### config.mk
export PLATFORM = sky130hd
export DESIGN_NAME = rtc_time_counter
export DESIGN_NICKNAME = d
export VERILOG_FILES = /design/src/rtl/rtc_ss_pkg.sv /design/src/rtl/rtc_subsec_ctr.sv /design/src/rtl/rtc_sec_reg.sv /design/src/rtl/rtc_reg_if.sv /design/src/rtl/rtc_time_counter.sv
export SDC_FILE = /design/constraint.sdc
export NUM_CORES = 1
export LEC_CHECK = 0
export BUFFER_PORTS_ARGS = -buffer_cell sky130_fd_sc_hd__buf_4
export CORE_UTILIZATION = 54
export DETAILED_ROUTE_END_ITERATION = 8
export PLACE_DENSITY = 0.77
export SLEW_MARGIN = 20
export SYNTH_ARGS = -nofsm -noshare
export SYNTH_HDL_FRONTEND = slang
export SYNTH_SLANG_ARGS = --single-unit
### constraint.sdc
create_clock -name clk -period 2.86 [get_ports clk]
set_clock_uncertainty 0.2 [all_clocks]
set_input_delay 0.286 -clock clk [delete_from_list [all_inputs] [get_ports clk]]
set_output_delay 0.286 -clock clk [all_outputs]
set_load 0.02 [all_outputs]
### src/rtl/rtc_ss_pkg.sv
package rtc_ss_pkg;
  localparam int unsigned SEC_W  = 32;
  localparam int unsigned SUB_W  = 15;
  localparam int unsigned ADDR_W = 8;
  localparam int unsigned DATA_W = 32;

  localparam logic [ADDR_W-1:0] OFF_SECONDS = 8'h00;
  localparam logic [ADDR_W-1:0] OFF_LOAD    = 8'h0C;
  localparam logic [ADDR_W-1:0] OFF_SUBSEC  = 8'h28;

  typedef enum logic [1:0] {
    SEL_NONE,
    SEL_SECONDS,
    SEL_SUBSEC
  } rd_sel_e;
endpackage

### src/rtl/rtc_subsec_ctr.sv
module rtc_subsec_ctr #(
  parameter int unsigned SUB_W = 15
) (
  input  logic             clk,
  input  logic             rst_n,
  input  logic             tick,
  input  logic             clear,
  output logic [SUB_W-1:0] count,
  output logic             carry
);
  localparam logic [SUB_W-1:0] TOP = {SUB_W{1'b1}};

  // Carry only for a tick that is not overridden by a load.
  assign carry = tick && !clear && (count == TOP);

  always_ff @(posedge clk) begin
    if (!rst_n)      count <= '0;
    else if (clear)  count <= '0;
    else if (tick)   count <= count + 1'b1;
  end

  assert_hold_R2: assert property (@(posedge clk) disable iff (!rst_n)
    (!tick && !clear) |=> $stable(count));
  assert_step_R2: assert property (@(posedge clk) disable iff (!rst_n)
    (tick && !clear && count != TOP) |=> (count == $past(count) + 1'b1));
  assert_wrap_R3: assert property (@(posedge clk) disable iff (!rst_n)
    (tick && !clear && count == TOP) |=> (count == '0));
  assert_clear_R5: assert property (@(posedge clk) disable iff (!rst_n)
    clear |=> (count == '0));
endmodule

### src/rtl/rtc_sec_reg.sv
module rtc_sec_reg #(
  parameter int unsigned SEC_W = 32
) (
  input  logic             clk,
  input  logic             rst_n,
  input  logic             load,
  input  logic [SEC_W-1:0] load_val,
  input  logic             inc,
  output logic [SEC_W-1:0] seconds
);
  always_ff @(posedge clk) begin
    if (!rst_n)     seconds <= '0;
    else if (load)  seconds <= load_val;
    else if (inc)   seconds <= seconds + 1'b1;
  end

  assert_load_R5: assert property (@(posedge clk) disable iff (!rst_n)
    load |=> (seconds == $past(load_val)));
  assert_carry_R3: assert property (@(posedge clk) disable iff (!rst_n)
    (inc && !load) |=> (seconds == $past(seconds) + 1'b1));
  assert_keep_R6: assert property (@(posedge clk) disable iff (!rst_n)
    (!inc && !load) |=> $stable(seconds));
endmodule

### src/rtl/rtc_reg_if.sv
module rtc_reg_if
  import rtc_ss_pkg::*;
#(
  parameter int unsigned AW  = ADDR_W,
  parameter int unsigned DW  = DATA_W,
  parameter int unsigned SW  = SEC_W,
  parameter int unsigned SSW = SUB_W
) (
  input  logic          clk,
  input  logic          rst_n,
  input  logic          req_valid,
  input  logic          req_write,
  input  logic [AW-1:0] req_addr,
  input  logic [DW-1:0] req_wdata,
  input  logic [SW-1:0] seconds,
  input  logic [SSW-1:0] subsec,
  output logic          load,
  output logic [SW-1:0] load_val,
  output logic          rsp_valid,
  output logic [DW-1:0] rsp_data
);
  rd_sel_e       sel;
  logic          rd_req;
  logic [DW-1:0] rd_mux;

  assign load     = req_valid && req_write && (req_addr == OFF_LOAD);
  assign load_val = req_wdata[SW-1:0];
  assign rd_req   = req_valid && !req_write;

  always_comb begin
    unique case (req_addr)
      OFF_SECONDS: sel = SEL_SECONDS;
      OFF_SUBSEC:  sel = SEL_SUBSEC;
      default:     sel = SEL_NONE;
    endcase
  end

  always_comb begin
    case (sel)
      SEL_SECONDS: rd_mux = DW'(seconds);
      SEL_SUBSEC:  rd_mux = DW'(subsec);
      default:     rd_mux = '0;
    endcase
  end

  always_ff @(posedge clk) begin
    if (!rst_n) begin
      rsp_valid <= 1'b0;
      rsp_data  <= '0;
    end else begin
      rsp_valid <= rd_req;
      if (rd_req) rsp_data <= rd_mux;
    end
  end

  assert_rsp_R7: assert property (@(posedge clk) disable iff (!rst_n)
    rd_req |=> rsp_valid);
  assert_norsp_R7: assert property (@(posedge clk) disable iff (!rst_n)
    !rd_req |=> !rsp_valid);
  assert_upper_zero_R8: assert property (@(posedge clk) disable iff (!rst_n)
    (rd_req && req_addr == OFF_SUBSEC) |=> (rsp_data[DW-1:SSW] == '0));
  assert_unmapped_R9: assert property (@(posedge clk) disable iff (!rst_n)
    (rd_req && req_addr != OFF_SECONDS && req_addr != OFF_SUBSEC) |=> (rsp_data == '0));
endmodule

### src/rtl/rtc_time_counter.sv
module rtc_time_counter
  import rtc_ss_pkg::*;
(
  input  logic              clk,
  input  logic              rst_n,
  input  logic              tick_en,
  input  logic              req_valid,
  input  logic              req_write,
  input  logic [ADDR_W-1:0] req_addr,
  input  logic [DATA_W-1:0] req_wdata,
  output logic              rsp_valid,
  output logic [DATA_W-1:0] rsp_data
);
  logic [SEC_W-1:0] seconds;
  logic [SUB_W-1:0] subsec;
  logic             load;
  logic [SEC_W-1:0] load_val;
  logic             carry;

  rtc_reg_if u_regs (
    .clk(clk), .rst_n(rst_n),
    .req_valid(req_valid), .req_write(req_write),
    .req_addr(req_addr), .req_wdata(req_wdata),
    .seconds(seconds), .subsec(subsec),
    .load(load), .load_val(load_val),
    .rsp_valid(rsp_valid), .rsp_data(rsp_data)
  );

  rtc_subsec_ctr #(.SUB_W(SUB_W)) u_sub (
    .clk(clk), .rst_n(rst_n), .tick(tick_en), .clear(load),
    .count(subsec), .carry(carry)
  );

  rtc_sec_reg #(.SEC_W(SEC_W)) u_sec (
    .clk(clk), .rst_n(rst_n), .load(load), .load_val(load_val),
    .inc(carry), .seconds(seconds)
  );

  assert_carry_same_edge_R3: assert property (@(posedge clk) disable iff (!rst_n)
    ($past(rst_n) && $fell(subsec[SUB_W-1]) && !$past(load)) |-> (seconds == $past(seconds) + 1'b1));
endmodule

# [Word level (Yosys, flattened, before mapping)]
# Cells that the tools add are included.
[totals] register_bits=80 inputBits=45 elab_cells=26
[op_classes] add_sub_neg=2 n_eq_ne=5 n_mux=4 bitwise_logic=1 n_reduce_logical=10
[ops] op="32-bit 2-to-1 mux" count=2
[ops] op="32-bit case mux with 2 select lines" count=1
[ops] op="32-bit by 1-bit adder with 32-bit output, second input constant" count=1
[ops] op="15-bit by 1-bit adder with 15-bit output, second input constant" count=1
[ops] op="15-bit == test, second input constant" count=1
[ops] op="8-bit by 4-bit == test with 1-bit output, second input constant" count=1
[ops] op="8-bit by 6-bit == test with 1-bit output, second input constant" count=1
[ops] op="8-bit logical NOT" count=1
[ops] op="1-bit logical AND" count=5
[ops] op="2-bit case mux with 2 select lines" count=1
[ops] op="2-bit by 1-bit == test with 1-bit output, second input constant" count=1
[ops] op="2-bit == test, second input constant" count=1
[ops] op="1-bit logical NOT" count=2
[ops] op="2-bit nonzero test" count=1
[ops] op="2-bit OR reduction" count=1
[ops] op="1-bit NOT" count=1

# [Logic depth before layout (Yosys ltp)]
# Gate-level depths: netlist of run 1.
[logic_depth] depth_word=7 mapped_depth=10

# [Hierarchy]
# Synthesis of run 1 repeated with hierarchy kept, for this count alone.
[unflattened] hier_cells=463 hier_area_um2=4172.8
[by_module_without_submodules] mod="rtc_sec_reg" instances=1 cells_per_inst=236 area_per_inst_um2=1860.5 seq_area_each_um2=640.6
[by_module_without_submodules] mod="rtc_reg_if" instances=1 cells_per_inst=142 area_per_inst_um2=1560.2 seq_area_each_um2=660.6
[by_module_without_submodules] mod="rtc_subsec_ctr" instances=1 cells_per_inst=85 area_per_inst_um2=752.0 seq_area_each_um2=300.3

# [Worst setup path before layout of run 1]
# OpenSTA, ideal clock, no wires.
[synth_timing] path_kind="register to register" from="register u_sub.count[0]" to="register u_sec.seconds[30]" t_arrival_ns=2.082 setup_slack_ns=0.503 stages_incl_launch_ff=7 n_path_buf=0 path_cell_list="dfxtp_1 -> ha_1 -> nand4_4 -> nor4_1 -> and4bb_2 -> mux2_2 -> o21ai_0"
[synth_between] elab_chain_cells=3
[synth_rtl] item="start: declaration" line="rtc_subsec_ctr.sv:8" text="output logic [SUB_W-1:0] count,"
[synth_rtl] item="start signal: assignment" line="rtc_subsec_ctr.sv:19" text="else if (tick) count <= count + 1'b1;"
[synth_rtl] item="15-bit == test" line="rtc_subsec_ctr.sv:14" text="assign carry = tick && !clear && (count == TOP);"
[synth_rtl] item="1-bit logical AND" line="rtc_subsec_ctr.sv:14"
[synth_rtl] item="2-bit nonzero test (no line)"
[synth_rtl] item="end signal: assignment" line="rtc_sec_reg.sv:13" text="else if (load) seconds <= load_val;"
[synth_rtl] item="end signal: assignment" line="rtc_sec_reg.sv:14" text="else if (inc) seconds <= seconds + 1'b1;"
[synth_rtl] item="end: declaration" line="rtc_sec_reg.sv:9" text="output logic [SEC_W-1:0] seconds"
# No other way between the ends.
# A chain may end at the register's enable or synchronous reset.

# [Final worst setup path of run 1]
[layout_timing] from="register u_sub.count[0]" to="register u_sec.seconds[28]"
# Same word-level chain as after synthesis.

==> qor.txt, run 1 <==
Slew Limit Fails = 0
TNS Setup = 0 ns
Util after Layout = 69.9%
IO Pins = 78
Share of layout cells above drive strength 1 = 21.8%
Clock sink count = 80
Total power = 2.06 mW
Initial antenna violation count = 0
WL/cell = 16.3 um
Die height = 84.4 um
Crit path required time = 2.87 ns
Post-DP HPWL = 6450 um
Finish-stage setup viols = 0
Number of gates resized after cts = 0
Fin crit period = 2.54 ns
Setup WS pre-CTS = 0.381 ns
ANT cells = 0
Slowest CP cell = or4_4
Sw frac = 21.8%
Most frequent cells in the layout = 86 x buf_4, 80 x dfxtp_1, 59 x nor2_1, 26 x o21ai_0, 25 x nand2_1
CTS tree = built
Final hold vios = 0
Setup crit start kind = flip-flop
Core ar. = 6460 um2
Reg clk slew, reported paths = 0.08 ns
Slew Limit Headroom = 61.3%
Max incr delay on CP = 0.66 ns
DRC viols = 12
CP Class = reg -> reg
Top FF cell, synth = dfxtp_1
Mean Syn Cell Area = 8.69 um2
Worst skew pair latency = 0.35 ns
P_int = 1.61 mW
Post-synthesis sequential area ratio = 43.7%
Failing checks = design-rule violations
Ys Warns = 0
Sequential share of power = 54.4%
Leakage = 1.71 nW
Gr ovfl total = 0
Yosys cell types = 37
Tcrit/Tclk final = 88.7%
Hold wc startpoint = req_wdata[5]
Status = finished, violations left
Vias in the first global route = 3219
GRT Total Usage = 27.6%
Worst slew pin tran = 0.577 ns
Routed Antenna Nets = 0
Post-Syn Area = 3670 um2
RSZ-0062 raised after global routing = no
Post-Synthesis Cells = 422
Worst reg2reg startpoint = u_sub.count[0]
Routed WL = 9350 um
Port bufs = 77
Flops & latches, synth = 80
Sw Pwr = 0.450 mW
First-pass GRT wire length = 15400 um
Num CTS Buffers = 9
EDFF count, synth = 0
Initial core utilization = 56.8%
Clk network pwr share = 40.4%
Crit-path cells = ha_1, nand4_4, or4_4, nor4_1, xnor2_1, a21oi_1
Worst setup EP type = flip-flop
Async SR Flop Fraction = 0%
Fmax = 394 MHz
DR pass1 iterations = 7
Max clock buf depth = 2
RD Place Congestion = 0.818
H-tree levels = 3
Worst Slack Setup Final = 0.325 ns
Die area = 7130 um2
Num rows = 29
Syn Nets = 471
CTS root buf = clkbuf_8
Largest net degree at the start of global routing = 63
Comb pwr share = 5.2%
Die X = 84.4 um
Most common cell after layout, fill and taps aside = buf_4
P&R area growth vs syn = 23.2%
Vias after detailed routing = 3386
Largest fanout on the critical path = 11
Pwr dens = 457 nW/um2
Vias per std cell = 5.91
Hold Crit Class = in -> reg
DRT iter0 DRCs = 235
CP Launch Point = u_sub.count[0]
Hold slack = 0.0192 ns
Fill cells = 547
Critical Path AT = 2.55 ns
Max-Cap Viols = 0
Fin nets = 542
Max rail drop VDD = 0.000393 V
-- final cells by class --
| cell class | instances | area [um2] | share of cell area [%] |
|---|---|---|---|
| Timing Repair Buffer | 89 | 676 | 15.0 |
| Multi-Input combinational cell | 305 | 1920 | 42.5 |
| Inverter | 8 | 30.0 | 0.665 |
| Clock buffer | 11 | 151 | 3.35 |
| Clock inverter | 3 | 42.5 | 0.942 |
| Sequential cell | 80 | 1600 | 35.5 |
| Tap cell | 77 | 96.3 | 2.13 |
-- flip-flops by register name, summed over array words and instances, names as in the netlist --
name              flops
u_regs.rsp_data      32
u_regs.rsp_valid      1
u_sub.count          15
u_sec.seconds        32
-- layer usage --
metal  routed length [um]  vias to the layer above  global-route usage, %
li1                     -                     1681                      -
met1                 3950                     1591                   33.5
met2                 4710                      104                   48.6
met3                  587                       10                   6.78
met4                  101                        0                   7.86
met5                    0                        -                      0
-- worst paths after layout --
check        cells past startpoint  slack [ns]                   to
max                              6        0.32    u_sec.seconds[28]
min                              3        0.02     u_sec.seconds[5]
max reg2reg                      6        0.32    u_sec.seconds[28]
min reg2reg                      2        0.31  u_regs.rsp_data[15]
-- cell families (layout without fill, tap and decap cells) --
| kind of cell | Yosys count | in the layout | share of synthesized area [%] |
|---|---|---|---|
| compound gates | 88 | 88 | 15.5 |
| xor+xnor | 43 | 43 | 10.3 |
| fa+ha+maj | 4 | 4 | 1.36 |
| buf+inv | 37 | 111 | 4.13 |
| flops | 80 | 80 | 43.7 |
| mux | 3 | 3 | 0.853 |
| simple gates | 167 | 167 | 24.2 |
-- synth_stat cells, types with 2 or more instances --
cell type / n / area share [%]
o22ai_1: 4 / 0.68
nor2_1: 59 / 6.0
nor3b_1: 2 / 0.41
ha_1: 4 / 1.4
nand3_1: 19 / 2.6
nand2b_1: 2 / 0.34
nor4_2: 2 / 0.68
nand4_1: 21 / 3.6
nor3_1: 4 / 0.55
a21oi_1: 24 / 3.3
nand2_1: 25 / 2.6
o21ai_0: 26 / 3.5
clkbuf_1: 24 / 2.5
mux2i_1: 2 / 0.55
xor2_1: 24 / 5.7
a22oi_1: 17 / 3.5
inv_1: 7 / 0.72
and3_1: 5 / 0.85
xnor2_1: 19 / 4.5
nand4_4: 2 / 1.2
clkbuf_2: 2 / 0.27
a222oi_1: 15 / 4.1
nor4_1: 13 / 2.2
buf_2: 2 / 0.27
and4_1: 7 / 1.7
dfxtp_1: 80 / 44
-- power groups by stage --
stage / Sequential [mW] / Clock [mW] / Combinational (mW)
3_3_place_gp: 1.15 / 0 / 0.102
5_1_grt: 1.12 / 0.894 / 0.118
6_report: 1.12 / 0.833 / 0.108
3_5_place_dp: 1.15 / 0 / 0.105
2_1_floorplan: 1.15 / 0 / 0.0413
4_1_cts: 1.12 / 0.847 / 0.108
-- through the flow --
stage	instances	cell area, um2
floorplan	422	3670
CTS	573	4520
detailed placement	556	4290
finish	573	4520
global placement	556	4290
global route	573	4520
-- critical path: cells and delay by family (launching register included) --
| family | cells | cell delay, ns |
|---|---|---|
| flops | 1 | 0.40 |
| fa+ha+maj | 1 | 0.24 |
| compound gates | 1 | 0.08 |
| simple gates | 3 | 1.29 |
| xor+xnor | 1 | 0.18 |
-- timing repair --
action	4_1_cts	5_1_grt
buffers inserted	0	0
hold buffers	3	0
endpoints found under the hold margin	3	0
(Power assumes the default switching activity.)
==> run 2: changes to the inputs <==
--- a/config.mk
+++ b/config.mk
@@ -6,9 +6,9 @@
 export NUM_CORES = 1
 export LEC_CHECK = 0
 export BUFFER_PORTS_ARGS = -buffer_cell sky130_fd_sc_hd__buf_4
-export CORE_UTILIZATION = 54
+export CORE_UTILIZATION = 58
 export DETAILED_ROUTE_END_ITERATION = 8
-export PLACE_DENSITY = 0.77
+export PLACE_DENSITY = 0.82
 export SLEW_MARGIN = 20
 export SYNTH_ARGS = -nofsm -noshare
 export SYNTH_HDL_FRONTEND = slang
==> constraint.sdc (replaced) <==
create_clock -name clk -period 3.25 [get_ports clk]
set_clock_uncertainty 0.2 [all_clocks]
set_input_delay 0.325 -clock clk [delete_from_list [all_inputs] [get_ports clk]]
set_output_delay 0.325 -clock clk [all_outputs]
set_load 0.02 [all_outputs]
==> run 2 against run 1 <==
  * The flow now finishes without violations
  * Sequential share of layout area increased by 0.30 points
  * Wire length decreased by 1.0%
  * Die area decreased by 6.7%
  * Critical endpoint unchanged
==> qor.txt, run 2 (synthesis gave the netlist of run 1 again) <==
Status = completed
Setup WS pre-CTS = 0.746 ns (+0.365 ns)
Worst slew pin tran = 0.811 ns (+0.234 ns)
ANT cells = 0 (unchanged)
Core ar. = 6030 um2 (-6.7%)
Hold slack = 0.0338 ns (+0.0146 ns)
Largest regs = u_regs.rsp_data (32), u_sec.seconds (32), u_sub.count (15)
CTS root buf = clkbuf_8
Cells on Worst Hold Path = 3 (unchanged)
Fmax = 415 MHz (+5.1%)
Die area = 6640 um2 (-6.7%)
Critical Path AT = 2.44 ns (-0.11 ns)
Largest net degree at the start of global routing = 63 (unchanged)
Setup crit start kind = flip-flop
TNS Setup = 0 ns (unchanged)
Max clock buf depth = 2 (unchanged)
Clock sink count = 80 (unchanged)
Slew Limit Fails = 0 (unchanged)
Util after Layout = 74.3% (+4.4 points)
Most frequent cells in the layout = 85 x buf_4, 80 x dfxtp_1, 59 x nor2_1, 26 x o21ai_0, 25 x nand2_1
Crit path required time = 3.27 ns (+0.40 ns)
Num CTS Buffers = 9 (unchanged)
CTS tree = built
Worst Slack Setup Final = 0.838 ns (+0.513 ns)
Max rail drop VDD = 0.000337 V (-14%)
Multi-input logic area = 1920 um2 (unchanged)
Worst R2R End = u_sec.seconds[28]
Post-CTS Setup Inserts = 0 (unchanged)
Most common cell after layout, fill and taps aside = buf_4
Area occupied by registers = 1600 um2 (unchanged)
CP Class = reg -> reg
Finish-stage setup viols = 0 (unchanged)
Tcrit/Tclk final = 74.2% (-14 points)
Vias in the first global route = 3147 (-2.2%)
Fin crit period = 2.41 ns (-0.123 ns)
Post-DP Area = 4280 um2 (-0.23%)
Worst skew pair latency = 0.36 ns (about the same)
Initial antenna violation count = 0 (unchanged)
GRT Total Usage = 29.5% (+1.9 points)
Die height = 81.5 um (-3.4%)
First-pass GRT wire length = 14800 um (-3.9%)
Final instance area = 4480 um2 (-0.83%)
DRT iter0 DRCs = 277 (+18%)
RSZ-0062 raised after global routing = no
Largest fanout on the critical path = 11 (unchanged)
Fill cells = 469 (-14%)
DR pass1 iterations = 5 (-2)
Worst reg2reg startpoint = u_sub.count[0]
Routed WL = 9260 um (-1.0%)
Final hold vios = 0 (unchanged)
H-tree levels = 3 (unchanged)
Max-Cap Viols = 0 (unchanged)
DRC viols = 0 (-12)
Leakage = 1.69 nW (-1.1%)
Vias after detailed routing = 3508 (+3.6%)
Post-DP HPWL = 6310 um (-2.2%)
Hold Crit Class = in -> reg
P&R area growth vs syn = 22.1%
Port bufs = 77 (unchanged)
IO Pins = 78 (unchanged)
Initial core utilization = 60.9% (+4.1 points)
Slew Limit Headroom = 45.9% (-15 points)
Routed Antenna Nets = 0 (unchanged)
R2R cell count = 6 (unchanged)
Vias per std cell = 6.17 (+4.3%)
Flop-to-flop setup slack = 0.84 ns (+0.51 ns)
Number of gates resized after cts = 0 (unchanged)
Hold wc startpoint = req_wdata[26]
Share of layout cells above drive strength 1 = 22.1% (+0.29 points)
Worst hold endpoint = u_sec.seconds[26]
Hold-fix buffers at CTS = 0 (-3)
Fin nets = 538 (-0.74%)
RD Place Congestion = 0.888 (+8.5%)
Die X = 81.5 um (-3.4%)
Num rows = 28 (-3.4%)
Worst setup EP type = flip-flop
WL/cell = 16.3 um (-0.31%)
Reg clk slew, reported paths = 0.08 ns (about the same)
Gr ovfl total = 0 (unchanged)
Pwr dens = 403 nW/um2 (-12%)
## run 2: cell count changes in the layout (fill, tap and decap cells not counted), sizes merged
cell and delta:
clkbuf -2, clkinvlp +1, buf -1, dlygate4sd3 -3
clkinv +3
## run 2: through the flow
stage | cells | power [mW]
after floorplan | 422 | 1.05
after global placement | 553 | 1.10
after detailed placement | 553 | 1.10
after CTS | 569 | 1.81
after global routing | 569 | 1.86
final | 569 | 1.80
## run 2: cell type report
| cell class | instances | area share [%] |
|---|---|---|
| Inverter | 8 | 0.670 |
| Tap cell | 75 | 2.09 |
| Sequential cell | 80 | 35.8 |
| Multi-Input combinational cell | 305 | 42.8 |
| Clock buffer | 9 | 2.77 |
| Timing Repair Buffer | 85 | 14.2 |
| Clock inverter | 7 | 1.62 |
## run 2: critical path, stage by stage (launching register included)
cell and delay (ns):
dfxtp_1 0.39, ha_1 0.23, nand4_4 0.21, or4_4 0.66
nor4_1 0.32, xnor2_1 0.18, a21oi_1 0.09
## run 2: worst max-delay path by stage
stage / start / endpoint / cells after the start
detailed placement: req_addr[1] / u_regs.rsp_data[9] / 9
global route: u_sub.count[0] / u_sec.seconds[26] / 6
global placement: req_addr[1] / u_regs.rsp_data[0] / 9
finish: u_sub.count[0] / u_sec.seconds[28] / 6
CTS: u_sub.count[0] / u_sec.seconds[28] / 6
floorplan: req_addr[1] / u_regs.rsp_data[10] / 8
## run 2: where the power goes
| group | internal (mW) | switching [mW] | total (mW) |
|---|---|---|---|
| sequential | 0.983 | 0.00383 | 0.986 |
| combinational | 0.0456 | 0.0460 | 0.0916 |
| clock | 0.354 | 0.373 | 0.727 |
## run 2: metal layers
metal / GRT usage [%] / vias to the layer above / routed length, um
li1: - / 1676 / -
met1: 36.2 / 1653 / 3860
met2: 50.2 / 148 / 4540
met3: 4.33 / 31 / 592
met4: 14.3 / 0 / 261
met5: 0 / - / 0
